--- config.mk ---
export PLATFORM = sky130hd
export DESIGN_NAME = hold_scan_top
export DESIGN_NICKNAME = d
export VERILOG_FILES = /design/src/rtl/hscan_pkg.sv /design/src/rtl/hscan_chain.sv /design/src/rtl/hscan_hold.sv /design/src/rtl/hscan_ctrl.sv /design/src/rtl/hold_scan_top.sv
export SDC_FILE = /design/constraint.sdc
export NUM_CORES = 1
export LEC_CHECK = 0
export BUFFER_PORTS_ARGS = -buffer_cell sky130_fd_sc_hd__buf_4
export CAP_MARGIN = 20
export CORE_MARGIN = 1.5
export CORE_UTILIZATION = 40
export DETAILED_ROUTE_END_ITERATION = 10
export SYNTH_ARGS = -nofsm -noshare
export SYNTH_HDL_FRONTEND = slang
export SYNTH_HIERARCHICAL = 1
export SYNTH_SLANG_ARGS = --single-unit
--- constraint.sdc ---
create_clock -name clk -period 1.55 [get_ports clk]
set_clock_uncertainty 0.1 [all_clocks]
set_input_delay 0.155 -clock clk [delete_from_list [all_inputs] [get_ports clk]]
set_output_delay 0.155 -clock clk [all_outputs]
set_load 0.02 [all_outputs]
--- src/rtl/hscan_pkg.sv ---
`timescale 1ns/1ps
package hscan_pkg;

    typedef enum logic [2:0] {
        PH_IDLE,
        PH_LOAD_A,
        PH_APPLY_A,
        PH_LOAD_B,
        PH_LAUNCH,
        PH_CAPTURE,
        PH_UNLOAD,
        PH_DONE
    } phase_e;

    typedef struct packed {
        logic shift;
        logic update;
        logic capture;
    } chain_cmd_t;

    function automatic logic phase_shifts(phase_e p);
        return (p == PH_LOAD_A) || (p == PH_LOAD_B) || (p == PH_UNLOAD);
    endfunction

    function automatic logic phase_updates(phase_e p);
        return (p == PH_APPLY_A) || (p == PH_LAUNCH);
    endfunction

endpackage

--- src/rtl/hscan_chain.sv ---
`timescale 1ns/1ps
module hscan_chain
    import hscan_pkg::*;
#(
    parameter int W = 8
) (
    input  logic         clk,
    input  logic         rst,
    input  chain_cmd_t   cmd,
    input  logic         si,
    input  logic [W-1:0] func_d,
    output logic [W-1:0] q,
    output logic         so
);
    logic [W-1:0] cells;

    always_ff @(posedge clk) begin
        if (rst) begin
            cells <= '0;
        end else if (cmd.capture) begin
            cells <= func_d;
        end else if (cmd.shift) begin
            cells <= {cells[W-2:0], si};
        end
    end

    assign q  = cells;
    assign so = cells[W-1];

    // unload shifting moves the tail bit towards the serial output
    assert_shift_moves_R7: assert property (@(posedge clk) disable iff (rst)
        cmd.shift && !cmd.capture |=> so == $past(cells[W-2]));
endmodule

--- src/rtl/hscan_hold.sv ---
`timescale 1ns/1ps
module hscan_hold
    import hscan_pkg::*;
#(
    parameter int W = 8
) (
    input  logic         clk,
    input  logic         rst,
    input  logic         upd,
    input  logic [W-1:0] d,
    output logic [W-1:0] q
);
    for (genvar i = 0; i < W; i++) begin : g_stage
        logic stage_q;
        always_ff @(posedge clk) begin
            if (rst) begin
                stage_q <= 1'b0;
            end else if (upd) begin
                stage_q <= d[i];
            end
        end
        assign q[i] = stage_q;
    end
endmodule

--- src/rtl/hscan_ctrl.sv ---
`timescale 1ns/1ps
module hscan_ctrl
    import hscan_pkg::*;
#(
    parameter int W = 8
) (
    input  logic         clk,
    input  logic         rst,
    input  logic         start,
    input  logic [W-1:0] vec_a,
    input  logic [W-1:0] vec_b,
    input  logic         so_i,
    output chain_cmd_t   cmd,
    output logic         si_o,
    output logic [W-1:0] resp_q,
    output logic         done
);
    localparam int CW = (W > 2) ? $clog2(W) : 1;
    localparam logic [CW-1:0] LAST = CW'(W - 1);

    phase_e        phase;
    logic [CW-1:0] cnt;
    logic [W-1:0]  src;
    logic [W-1:0]  pend;
    logic          last;

    assign last = (cnt == LAST);

    always_ff @(posedge clk) begin
        if (rst) begin
            phase  <= PH_IDLE;
            cnt    <= '0;
            src    <= '0;
            pend   <= '0;
            resp_q <= '0;
        end else begin
            unique case (phase)
                PH_IDLE: begin
                    if (start) begin
                        src   <= vec_a;
                        pend  <= vec_b;
                        cnt   <= '0;
                        phase <= PH_LOAD_A;
                    end
                end
                PH_LOAD_A, PH_LOAD_B: begin
                    src <= {src[W-2:0], 1'b0};
                    cnt <= cnt + 1'b1;
                    if (last) begin
                        cnt   <= '0;
                        phase <= (phase == PH_LOAD_A) ? PH_APPLY_A : PH_LAUNCH;
                    end
                end
                PH_APPLY_A: begin
                    src   <= pend;
                    phase <= PH_LOAD_B;
                end
                PH_LAUNCH:  phase <= PH_CAPTURE;
                PH_CAPTURE: begin
                    cnt   <= '0;
                    phase <= PH_UNLOAD;
                end
                PH_UNLOAD: begin
                    resp_q <= {resp_q[W-2:0], so_i};
                    cnt    <= cnt + 1'b1;
                    if (last) begin
                        cnt   <= '0;
                        phase <= PH_DONE;
                    end
                end
                PH_DONE: phase <= PH_IDLE;
                default: phase <= PH_IDLE;
            endcase
        end
    end

    always_comb begin
        cmd.shift   = phase_shifts(phase);
        cmd.update  = phase_updates(phase);
        cmd.capture = (phase == PH_CAPTURE);
    end

    assign si_o = src[W-1];
    assign done = (phase == PH_DONE);

    // shift, update and capture never overlap
    assert_cmd_exclusive_R3: assert property (@(posedge clk) disable iff (rst)
        $onehot0({cmd.shift, cmd.update, cmd.capture}));

    // capture always follows an update by exactly one cycle
    assert_capture_after_launch_R6: assert property (@(posedge clk) disable iff (rst)
        cmd.capture |-> $past(cmd.update));

    // done is preceded by an unload shift
    assert_done_after_unload_R8: assert property (@(posedge clk) disable iff (rst)
        done |-> $past(cmd.shift));
endmodule

--- src/rtl/hold_scan_top.sv ---
`timescale 1ns/1ps
module hold_scan_top
    import hscan_pkg::*;
#(
    parameter int W = 8
) (
    input  logic         clk,
    input  logic         rst,
    input  logic         start_i,
    input  logic [W-1:0] vec_a_i,
    input  logic [W-1:0] vec_b_i,
    output logic [W-1:0] drive_o,
    input  logic [W-1:0] resp_i,
    output logic         scan_out_o,
    output logic [W-1:0] resp_o,
    output logic         done_o
);
    chain_cmd_t   cmd;
    logic         si;
    logic [W-1:0] chain_q;

    hscan_ctrl #(.W(W)) u_ctrl (
        .clk    (clk),
        .rst    (rst),
        .start  (start_i),
        .vec_a  (vec_a_i),
        .vec_b  (vec_b_i),
        .so_i   (scan_out_o),
        .cmd    (cmd),
        .si_o   (si),
        .resp_q (resp_o),
        .done   (done_o)
    );

    hscan_chain #(.W(W)) u_chain (
        .clk    (clk),
        .rst    (rst),
        .cmd    (cmd),
        .si     (si),
        .func_d (resp_i),
        .q      (chain_q),
        .so     (scan_out_o)
    );

    hscan_hold #(.W(W)) u_hold (
        .clk (clk),
        .rst (rst),
        .upd (cmd.update),
        .d   (chain_q),
        .q   (drive_o)
    );

    logic [1:0] upd_seen;
    always_ff @(posedge clk) begin
        if (rst || done_o) begin
            upd_seen <= '0;
        end else if (cmd.update) begin
            upd_seen <= upd_seen + 1'b1;
        end
    end

    // logic inputs frozen across every shift cycle
    assert_frozen_in_shift_R3: assert property (@(posedge clk) disable iff (rst)
        cmd.shift |=> $stable(drive_o));

    // exactly two updates per completed run
    assert_two_updates_R5: assert property (@(posedge clk) disable iff (rst)
        done_o |-> upd_seen == 2'd2);

    // done lasts a single cycle
    assert_done_pulse_R8: assert property (@(posedge clk) disable iff (rst)
        done_o |=> !done_o);
endmodule

==> run metrics <==
detailed-placement wirelength estimate 3.15 mm; fin nets 300; post-route minimum period 1.46 ns; deepest clock path buffer count 2; Vias 1675; final std cells w/o fill 342; Setup TNS 0 ns; total detailed-routing wirelength 4.42 mm; Pwr Density 898 nW/um2; DRC violations left 0; post-detailed-route wirelength per cell 12.9 um; remaining global-route overflow 0; post-CTS clock slew at the launch and capture registers of the worst setup and hold paths 0.08 ns; largest net degree at the start of global routing 24; Yosys top cell by area sky130_fd_sc_hd__dfxtp_1; register bit total from synthesis 46; count of port buffers added during placement 44; Peak supply drop 0.371 mV; via count of the first global-routing pass 1503; max-slew violation total from the final report 0; sequential element share of the synthesized area 43.6%; fillers 522; synth unique cells 41; CTS HTree Levels 2; element type at the critical path start flop; sinks on the clock net 46; Initial Utilization 41.4%; Mapped Area 2110 um2; outcome finished clean; Overall Global Routing Usage 16.2%; fraction of layout cells with a size suffix above 1 30.5%; highest-count cells in the layout ignoring fill and taps 52 x sky130_fd_sc_hd__buf_4, 43 x sky130_fd_sc_hd__dfxtp_1, 35 x sky130_fd_sc_hd__nand2_1; Req. time, crit path 1.29 ns; reported leakage power 1.02 nW; post-route ant nets 0; cell at the root of the clock tree sky130_fd_sc_hd__clkbuf_8; routed wl met2 1.97 mm; die span in x 75.7 um; drt initial violations 44; max capacitance violation total 0; Post-CTS Repair Setup Buffers 0; maximum achievable frequency 687 MHz; synthesis-to-finish area growth 23.0%; RSZ-0062 raised after global routing no; Syn Inst Count 229; peak fanout along the critical path 10; die footprint 5730 um2; core region area 5110 um2; antenna violations before repair 0; clock network latency to the later pin of the worst-skew pair 0.29 ns; die boundary height 75.7 um; fin area 2600 um2; top routing layer in use met4; count of pins on the block boundary 45; CTS tree yes; Max-slew headroom 75.0%; placement-stage cell area 2450 um2; standard-cell rows 26; antenna cell count 0; HP Class in2reg; length of the first detailed-routing pass in iterations 4; flop-to-flop setup slack 0.12 ns; leading cell type in the layout, fill and taps excluded sky130_fd_sc_hd__buf_4; global-route wire length before repair 6.93 mm; DP Cell Count 331; Vias/cell 4.90; total power consumption of the routed design 2.34 mW; synth warn 6; syn nets 258; final hold vios 0; arrival time of data at the critical path endpoint 1.20 ns; clock buffer count from CTS 5; post-synthesis area per instance 9.23 um2; endpoint type of the worst setup path output port; multi-input combinational cell area 1020 um2; Synth top area share 43.6%; number of setup violations in the final report 0; Sequential Area 927 um2; fraction of the cycle the final worst path needs 93.9%; met3 wire length 148 um; Synth area leaders sky130_fd_sc_hd__dfxtp_1 44%, sky130_fd_sc_hd__mux2i_1 8.0%, sky130_fd_sc_hd__nand2_1 6.2%; routed metal-1 wire length 2.26 mm; type of the worst setup path reg2out; routability congestion estimate from global placement 0.795; slew of the pin with the lowest slew margin 0.374 ns
## flip-flops by register name, summed over array words and instances, names as in the netlist
| name | flops |
|---|---|
| u_chain/q | 8 |
| u_ctrl/pend | 8 |
| u_ctrl/resp_q | 8 |
| u_ctrl/src | 8 |
| u_hold/g_stage.stage_q | 8 |
| u_ctrl/cnt | 3 |
| u_ctrl/phase | 3 |
## repair_timing
action,in CTS,in global routing
endpoints found under the setup margin,1,4
resized for setup,3,4
hold buffers,3,0
hold endpoints to repair,3,0
## critical path, cell delays in order, from the launching register on
cell	delay, ns
sky130_fd_sc_hd__dfxtp_2	0.39
sky130_fd_sc_hd__buf_6	0.16
sky130_fd_sc_hd__nand2_1	0.09
sky130_fd_sc_hd__nor2_1	0.11
sky130_fd_sc_hd__buf_4	0.15
## per-stage QoR
stage	setup WS (ns)	utilization (%)	hold slack (ns)
final	0.0947	50.9	0.00688
after detailed placement	0.0802	47.9	0.311
after global routing	0.00251	50.9	0.0108
after floorplan	0.0837	-	0.191
after CTS	0.0114	50.7	0.00364
after global placement	0.0649	47.9	0.303
## synth_stat cells (all sizes together)
cell,instances
xor2,1
buf,19
a22o,1
nor3,3
nor3b,1
mux2i,17
nor2b,8
o32ai,6
clkbuf,3
a21oi,18
nand2,36
inv,4
nand2b,4
dfxtp,46
xnor2,1
nand3b,1
nor2,25
o22ai,1
o2bb2ai,6
o21ai,8
a221oi,1
a2bb2oi,3
a211oi,10
nand3,3
ha,2
and2,1
## routing by layer
| metal | vias up | GRT usage, % |
|---|---|---|
| met4 | 0 | 5.16 |
| met1 | 769 | 23.3 |
| li1 | 870 | - |
| met2 | 31 | 24.0 |
| met3 | 5 | 4.10 |
| met5 | - | 0 |
## where the power goes
| group | internal (mW) | switching, mW |
|---|---|---|
| registers | 1.22 | 0.0281 |
| logic | 0.112 | 0.108 |
| clock network | 0.475 | 0.396 |
| total | 1.80 | 0.532 |
## final cells by class
cell class | instances | share of cell area, %
Tap cell | 70 | 3.37
Timing Repair Buffer | 57 | 17.0
Clock buffer | 5 | 2.65
Multi-Input combinational cell | 157 | 39.2
Inverter | 4 | 0.577
Sequential cell | 46 | 35.6
Clock inverter | 3 | 1.54
## path summary, 6_finish.rpt
check / endpoint / from / cells past startpoint
hold / removal: u_ctrl/pend[2] / vec_b_i[2] / 3
setup reg to reg: u_ctrl/src[1] / u_ctrl/phase[1] / 5
hold reg to reg: u_ctrl/resp_q[7] / u_ctrl/resp_q[7] / 2
setup / recovery: done_o / u_ctrl/phase[1] / 4
## cell families after synthesis
| group | synth area share (%) |
|---|---|
| simple gates | 20.3 |
| compound gates | 17.8 |
| flops | 43.6 |
| buf+inv | 8.28 |
| mux | 8.05 |
| xor+xnor | 0.829 |
| fa+ha+maj | 1.18 |
No activity file was read; power rests on OpenSTA's default activity.
